===== config.mk =====
export PLATFORM = sky130hd
export DESIGN_NAME = rn_rename_unit
export DESIGN_NICKNAME = d
export VERILOG_FILES = /design/src/rtl/rn_pkg.sv /design/src/rtl/rn_map_table.sv /design/src/rtl/rn_free_fifo.sv /design/src/rtl/rn_rebuild_scan.sv /design/src/rtl/rn_rename_unit.sv
export SDC_FILE = /design/constraint.sdc
export NUM_CORES = 2
export LEC_CHECK = 0
export BUFFER_PORTS_ARGS = -buffer_cell sky130_fd_sc_hd__buf_2
export CORE_ASPECT_RATIO = 0.7
export CORE_MARGIN = 4
export CORE_UTILIZATION = 40
export DETAILED_ROUTE_END_ITERATION = 10
export GPL_ROUTABILITY_DRIVEN = 1
export PLACE_DENSITY = 0.54
export SYNTH_ARGS = -nofsm -noshare
export SYNTH_HDL_FRONTEND = slang
export SYNTH_SLANG_ARGS = --single-unit
export TNS_END_PERCENT = 1

===== constraint.sdc =====
create_clock -name clk -period 7.47 [get_ports clk]
set_input_delay 0 -clock clk [delete_from_list [all_inputs] [get_ports clk]]
set_output_delay 0 -clock clk [all_outputs]
set_load 0.02 [all_outputs]

===== src/rtl/rn_pkg.sv =====
// Shared constants and helpers for the rename unit.
// Assumes the physical pool is larger than the architectural register set.
package rn_pkg;
    localparam int RN_NUM_ARCH = 16;
    localparam int RN_NUM_PHYS = 160;

    // Next index of a circular pointer with a wrap point at depth-1.
    function automatic int unsigned rn_wrap_inc(input int unsigned ptr, input int unsigned depth);
        return (ptr == depth - 1) ? 0 : ptr + 1;
    endfunction
endpackage


===== src/rtl/rn_map_table.sv =====
// Speculative and committed register maps.
// Speculative map: three read ports, one rename write, whole-map restore on flush.
// Committed map: one retire write, exported flat so the rebuild scan can read it.
// Assumes the environment does not retire in the same cycle as a flush.
module rn_map_table #(
    parameter int NUM_ARCH = 16,
    parameter int NUM_PHYS = 160,
    localparam int ARCH_W = $clog2(NUM_ARCH),
    localparam int PHYS_W = $clog2(NUM_PHYS)
) (
    input  logic                       clk,
    input  logic                       rst_n,
    input  logic                       flush,
    input  logic [ARCH_W-1:0]          rd0_arch,
    input  logic [ARCH_W-1:0]          rd1_arch,
    input  logic [ARCH_W-1:0]          rdd_arch,
    output logic [PHYS_W-1:0]          rd0_tag,
    output logic [PHYS_W-1:0]          rd1_tag,
    output logic [PHYS_W-1:0]          rdd_tag,
    input  logic                       spec_we,
    input  logic [ARCH_W-1:0]          spec_warch,
    input  logic [PHYS_W-1:0]          spec_wtag,
    input  logic                       cmt_we,
    input  logic [ARCH_W-1:0]          cmt_warch,
    input  logic [PHYS_W-1:0]          cmt_wtag,
    output logic [NUM_ARCH*PHYS_W-1:0] cmt_flat
);
    logic [PHYS_W-1:0] spec_q [NUM_ARCH];
    logic [PHYS_W-1:0] cmt_q  [NUM_ARCH];

    // Speculative lookups read the map from before any write in this cycle.
    always_comb begin
        rd0_tag = spec_q[rd0_arch];
        rd1_tag = spec_q[rd1_arch];
        rdd_tag = spec_q[rdd_arch];
    end

    // Speculative map: identity at reset, full restore on flush, rename write otherwise.
    always_ff @(posedge clk) begin
        if (!rst_n) begin
            for (int i = 0; i < NUM_ARCH; i++) spec_q[i] <= PHYS_W'(i);
        end else if (flush) begin
            for (int i = 0; i < NUM_ARCH; i++) spec_q[i] <= cmt_q[i];
        end else if (spec_we) begin
            spec_q[spec_warch] <= spec_wtag;
        end
    end

    // Committed map: identity at reset, retire write otherwise.
    always_ff @(posedge clk) begin
        if (!rst_n) begin
            for (int i = 0; i < NUM_ARCH; i++) cmt_q[i] <= PHYS_W'(i);
        end else if (cmt_we) begin
            cmt_q[cmt_warch] <= cmt_wtag;
        end
    end

    // Flatten the committed map for the rebuild scan.
    for (genvar g = 0; g < NUM_ARCH; g++) begin : g_flat
        assign cmt_flat[g*PHYS_W +: PHYS_W] = cmt_q[g];
    end
endmodule


===== src/rtl/rn_free_fifo.sv =====
// Circular FIFO of free physical tags with a synchronous clear.
// Assumes no push when full; a pop when empty is ignored.
module rn_free_fifo #(
    parameter int DEPTH  = 160,
    parameter int TAG_W  = 8,
    localparam int PTR_W = $clog2(DEPTH),
    localparam int CNT_W = $clog2(DEPTH + 1)
) (
    input  logic             clk,
    input  logic             rst_n,
    input  logic             clear,
    input  logic             push,
    input  logic [TAG_W-1:0] push_tag,
    input  logic             pop,
    output logic [TAG_W-1:0] head_tag,
    output logic             empty,
    output logic [CNT_W-1:0] count
);
    import rn_pkg::*;

    logic [TAG_W-1:0] mem [DEPTH];
    logic [PTR_W-1:0] rd_ptr, wr_ptr;
    logic             do_pop;

    // Head and occupancy flags.
    always_comb begin
        head_tag = mem[rd_ptr];
        empty    = (count == '0);
        do_pop   = pop && !empty;
    end

    // Storage write at the tail.
    always_ff @(posedge clk) begin
        if (push) mem[wr_ptr] <= push_tag;
    end

    // Pointer and count update; clear empties the queue.
    always_ff @(posedge clk) begin
        if (!rst_n || clear) begin
            rd_ptr <= '0;
            wr_ptr <= '0;
            count  <= '0;
        end else begin
            if (push)   wr_ptr <= PTR_W'(rn_wrap_inc(int'(wr_ptr), DEPTH));
            if (do_pop) rd_ptr <= PTR_W'(rn_wrap_inc(int'(rd_ptr), DEPTH));
            count <= count + CNT_W'(push) - CNT_W'(do_pop);
        end
    end
endmodule


===== src/rtl/rn_rebuild_scan.sv =====
// Walks every physical tag once, emitting those not referenced by the committed map.
// Starts at reset and on each flush; one tag per cycle, ascending.
// Assumes the committed map does not change while the scan is busy.
module rn_rebuild_scan #(
    parameter int NUM_ARCH = 16,
    parameter int NUM_PHYS = 160,
    localparam int PHYS_W = $clog2(NUM_PHYS)
) (
    input  logic                       clk,
    input  logic                       rst_n,
    input  logic                       start,
    input  logic [NUM_ARCH*PHYS_W-1:0] cmt_flat,
    output logic                       busy,
    output logic                       push_valid,
    output logic [PHYS_W-1:0]          push_tag
);
    logic [PHYS_W-1:0] idx_q;
    logic [NUM_ARCH-1:0] hit;

    // One comparator per architectural register against the current index.
    for (genvar g = 0; g < NUM_ARCH; g++) begin : g_cmp
        assign hit[g] = (cmt_flat[g*PHYS_W +: PHYS_W] == idx_q);
    end

    // Push the current index when no committed entry uses it.
    always_comb begin
        push_tag   = idx_q;
        push_valid = busy && (hit == '0);
    end

    // Index walk: restart on reset or flush, stop after the last tag.
    always_ff @(posedge clk) begin
        if (!rst_n || start) begin
            idx_q <= '0;
            busy  <= 1'b1;
        end else if (busy) begin
            if (idx_q == PHYS_W'(NUM_PHYS - 1)) busy <= 1'b0;
            else idx_q <= idx_q + 1'b1;
        end
    end
endmodule


===== src/rtl/rn_rename_unit.sv =====
// Register rename unit: speculative lookup, free-list allocation,
// retire into a committed map, and flush by whole-map restore plus free-list rebuild.
// Assumes no retire during a flush or a rebuild scan, and that retire tags are genuine.
module rn_rename_unit #(
    parameter int NUM_ARCH = rn_pkg::RN_NUM_ARCH,
    parameter int NUM_PHYS = rn_pkg::RN_NUM_PHYS,
    localparam int ARCH_W = $clog2(NUM_ARCH),
    localparam int PHYS_W = $clog2(NUM_PHYS)
) (
    input  logic              clk,
    input  logic              rst_n,
    input  logic              ren_valid,
    input  logic [ARCH_W-1:0] ren_src0_arch,
    input  logic [ARCH_W-1:0] ren_src1_arch,
    input  logic              ren_dst_valid,
    input  logic [ARCH_W-1:0] ren_dst_arch,
    output logic [PHYS_W-1:0] ren_src0_phys,
    output logic [PHYS_W-1:0] ren_src1_phys,
    output logic [PHYS_W-1:0] ren_dst_phys,
    output logic [PHYS_W-1:0] ren_dst_old_phys,
    output logic              ren_stall,
    input  logic              ret_valid,
    input  logic [ARCH_W-1:0] ret_arch,
    input  logic [PHYS_W-1:0] ret_new_phys,
    input  logic [PHYS_W-1:0] ret_old_phys,
    input  logic              flush
);
    localparam int CNT_W = $clog2(NUM_PHYS + 1);

    logic [NUM_ARCH*PHYS_W-1:0] cmt_flat;
    logic                       scan_busy, scan_push;
    logic [PHYS_W-1:0]          scan_tag;
    logic                       fl_push, fl_empty, alloc;
    logic [PHYS_W-1:0]          fl_push_tag;
    logic [CNT_W-1:0]           free_cnt;
    logic                       ret_take;

    // Accept and push steering.
    always_comb begin
        ren_stall   = flush || scan_busy || fl_empty;
        alloc       = ren_valid && ren_dst_valid && !ren_stall;
        ret_take    = ret_valid && !flush && !scan_busy;
        fl_push     = scan_busy ? scan_push : ret_take;
        fl_push_tag = scan_busy ? scan_tag  : ret_old_phys;
    end

    rn_map_table #(.NUM_ARCH(NUM_ARCH), .NUM_PHYS(NUM_PHYS)) i_map (
        .clk        (clk),
        .rst_n      (rst_n),
        .flush      (flush),
        .rd0_arch   (ren_src0_arch),
        .rd1_arch   (ren_src1_arch),
        .rdd_arch   (ren_dst_arch),
        .rd0_tag    (ren_src0_phys),
        .rd1_tag    (ren_src1_phys),
        .rdd_tag    (ren_dst_old_phys),
        .spec_we    (alloc),
        .spec_warch (ren_dst_arch),
        .spec_wtag  (ren_dst_phys),
        .cmt_we     (ret_take),
        .cmt_warch  (ret_arch),
        .cmt_wtag   (ret_new_phys),
        .cmt_flat   (cmt_flat)
    );

    rn_free_fifo #(.DEPTH(NUM_PHYS), .TAG_W(PHYS_W)) i_free (
        .clk      (clk),
        .rst_n    (rst_n),
        .clear    (flush),
        .push     (fl_push),
        .push_tag (fl_push_tag),
        .pop      (alloc),
        .head_tag (ren_dst_phys),
        .empty    (fl_empty),
        .count    (free_cnt)
    );

    rn_rebuild_scan #(.NUM_ARCH(NUM_ARCH), .NUM_PHYS(NUM_PHYS)) i_scan (
        .clk        (clk),
        .rst_n      (rst_n),
        .start      (flush),
        .cmt_flat   (cmt_flat),
        .busy       (scan_busy),
        .push_valid (scan_push),
        .push_tag   (scan_tag)
    );
endmodule


==> flow_summary.json <==
{
  "synth_cell_types": 64,
  "core_um2": 164100,
  "ys_seq_area_share_pct": 70.71,
  "portBuffers": 70,
  "synth-adder-area-share_pct": 0.3506,
  "finalSetupTns_ns": 0,
  "grt_first_pass_wirelength_um": 277400,
  "die_w_um": 494.9,
  "die-area_um2": 172700,
  "wirelength_um": 197500,
  "yosys.area_share.simple_pct": 5.320,
  "cp_max_fo": 19,
  "report.final.slew_viol_count": 0,
  "drtIter0Drc": 5223,
  "r2r_start": "i_scan.push_tag[0]$_SDFFE_PP0P_",
  "areaGrowthSynthToFinish_pct": 11.90,
  "period_needed_ns": 5.073,
  "synthCells": 3537,
  "cp_top_family": "simple AND/OR/NAND/NOR gates",
  "path_depth": 10,
  "synthesis.nets": 3593,
  "worstSetupEndpointType": "register",
  "critPathKind": "register to register",
  "ys_ff_latch": 1577,
  "grtUsageTotal_pct": 22.80,
  "critPathBufInv": 2,
  "cp.required_ns": 7.87,
  "synth.avg_cell_area_um2": 18.77,
  "cts_tree": "yes",
  "ctsResizeCount": 0,
  "hpwl_um": 128400,
  "irDropWorstVdd_uv": 184.0,
  "grt-busiest-layer": "met1",
  "clock.fmax_ghz": 0.1971,
  "route.detailed.drc": 0,
  "htreeDepth": 4,
  "min_path_cells": 2,
  "ys.flop_type": "edfxtp_1",
  "dr.pass1.iters": 5,
  "post-route-period-util_pct": 67.92,
  "syn_area_um2": 66390,
  "yosysWarnings": 0,
  "cp_slowest_stage_delay_ns": 0.92,
  "synthMuxAreaShare_pct": 17.44,
  "cts_sinks": 1577,
  "initial_utilization_pct": 40.44,
  "met3_usage_pct": 8.145,
  "status": "finished clean",
  "p_per_area_nw_per_um2": 240.4,
  "ios": 71,
  "synth_compound_area_share_pct": 2.499,
  "cp-start-kind": "register",
  "synth_edf_count": 1536,
  "overflow": 0,
  "critPathArrivalTime_ns": 5.48,
  "cts_root_buffer": "clkbuf_16",
  "clk_pin_slew_ns": 0.07,
  "fin_nets": 3695,
  "finalSetupViolations": 0,
  "ant_nets": 0,
  "hp-class": "primary input to register",
  "worstMarginPinSlew_ns": 1.253,
  "max-cap-violations": 0,
  "cp_slowest_cell": "nor2_1",
  "rsz0062_at_grt": "false",
  "grt_max_degree": 161,
  "die_h_um": 348.9,
  "first_global_vias": 34361,
  "drive_gt1_share_pct": 23.27,
  "use_met1_pct": 37.91,
  "async_reset_ff_share_pct": 0,
  "via_per_inst": 6.026,
  "synth_top_family_by_area": "multiplexers",
  "antenna_found_initial": 5,
  "hp-start": "ret_old_phys[3]",
  "cts_buffers": 151,
  "clock_latency_ns": 0.80,
  "hold_viol_final": 0,
  "layout_setup_ws_ns": 2.397,
  "path_cells": "buf_4, xnor2_1, nand4_1, nor2_1, a2111oi_0, nand4_1, o21a_1, clkinv_2, nand3_2, nor2_1",
  "p_leak_nw": 23.07,
  "cts_buffer_depth": 3,
  "relSlewSlack_pct": 16.48,
  "yosys.area_share.xor_xnor_pct": 1.926,
  "rows": 124,
  "wl_per_cell_um": 33.06,
  "place_ws_ns": 2.512,
  "globalRouteMet2Util_pct": 28.17,
  "cp-startpoint": "i_scan.push_tag[0]$_SDFFE_PP0P_",
  "rr_worst_depth": 10,
  "skew_ns": 0.03052,
  "vias": 35994,
  "routabilityCongestion": 0.8960
}
[registers in the layout (all words and copies together) (netlist names), named ones only]
signal,cells
i_free.count,8
i_free.mem,1280
i_free.rd_ptr,8
i_free.wr_ptr,8
i_map.cmt_q,128
i_map.spec_q,128
i_scan.busy,1
i_scan.push_tag,8
[power by group]
part           switching [mW]  internal [mW]  total, mW
registers              0.0838           9.67       9.75
clock network            3.42           4.13       7.55
logic                   0.348          0.203      0.550
total                    3.85           14.0       17.9
[cells in the mapped netlist (20+ instances only)]
library cell	number	area, µm²
nand4_1	30	187.7
xor2_1	72	630.6
clkbuf_1	100	375.4
mux4_2	479	10790
buf_4	20	150.1
mux2i_1	68	680.7
or3_1	36	225.2
edfxtp_1	1536	46120
o21ai_0	110	550.5
nand3_1	62	310.3
inv_1	23	86.33
and2_1	106	663.1
buf_1	33	123.9
xnor2_1	74	648.1
buf_2	49	245.2
dfxtp_1	41	820.8
nor2_1	254	953.4
a22oi_1	23	172.7
a21oi_1	41	205.2
nand2_1	150	563.0
[cell families after synthesis]
family	Yosys count
multiplexers	557
AND/OR/NAND/NOR	733
XOR/XNOR	146
buffers and inverters	243
AO/OA/AOI/OAI	263
adder cells (fa/ha/maj)	18
flip-flops	1577
[metal layers]
metal,wire length [µm],share of wire (%)
met3,25560,13
met5,76,0.038
met1,93400,47
met4,2651,1.3
met2,75780,38
[cell type report]
type                            instances  area [µm²]
Antenna cell                            3       7.507
Clock buffer                          195        3996
Clock inverter                         84       774.5
Fill cell                           14101       89860
Inverter                               27       103.9
Multi-Input combinational cell       1717       18440
Sequential cell                      1577       46960
Tap cell                             2205        2759
Timing Repair Buffer                  165        1246
[repair_timing]
action,CTS,global route
buffers inserted,0,0
hold endpoints to repair,167,1
hold buffers,23,1
[worst paths after layout]
| check | end | slack (ns) |
|---|---|---|
| setup / recovery | i_free.mem[40][5]$_DFFE_PP_ | 2.40 |
| hold / removal | i_free.mem[149][3]$_DFFE_PP_ | 0.12 |
| setup reg to reg | i_free.mem[40][5]$_DFFE_PP_ | 2.40 |
| hold reg to reg | i_free.wr_ptr[1]$_SDFFE_PP0P_ | 0.53 |
[cells in the final DEF (no fill, tap or decap), types with 55 or more instances in the layout]
master,count
mux4_2,479
nor2_1,254
edfxtp_1,1536
clkbuf_16,153
xor2_1,72
mux2i_1,68
buf_4,60
nand2_1,150
o21ai_0,109
and2_1,105
nand3_1,55
xnor2_1,74
buf_2,71
[through the flow]
stage,util [%],instance area [µm²],std cells,power [mW],hold slack (ns)
floorplan,-,66390,3537,10.23,0.1370
global route,45.25,74280,5970,18.42,0.08355
detailed placement,42.20,69260,5666,10.47,0.5228
CTS,45.24,74260,5968,17.97,0.02928
global placement,42.20,69260,5666,10.48,0.5066
finish,45.26,74290,5973,17.86,0.1171
Power figures use the tool's default switching activity.
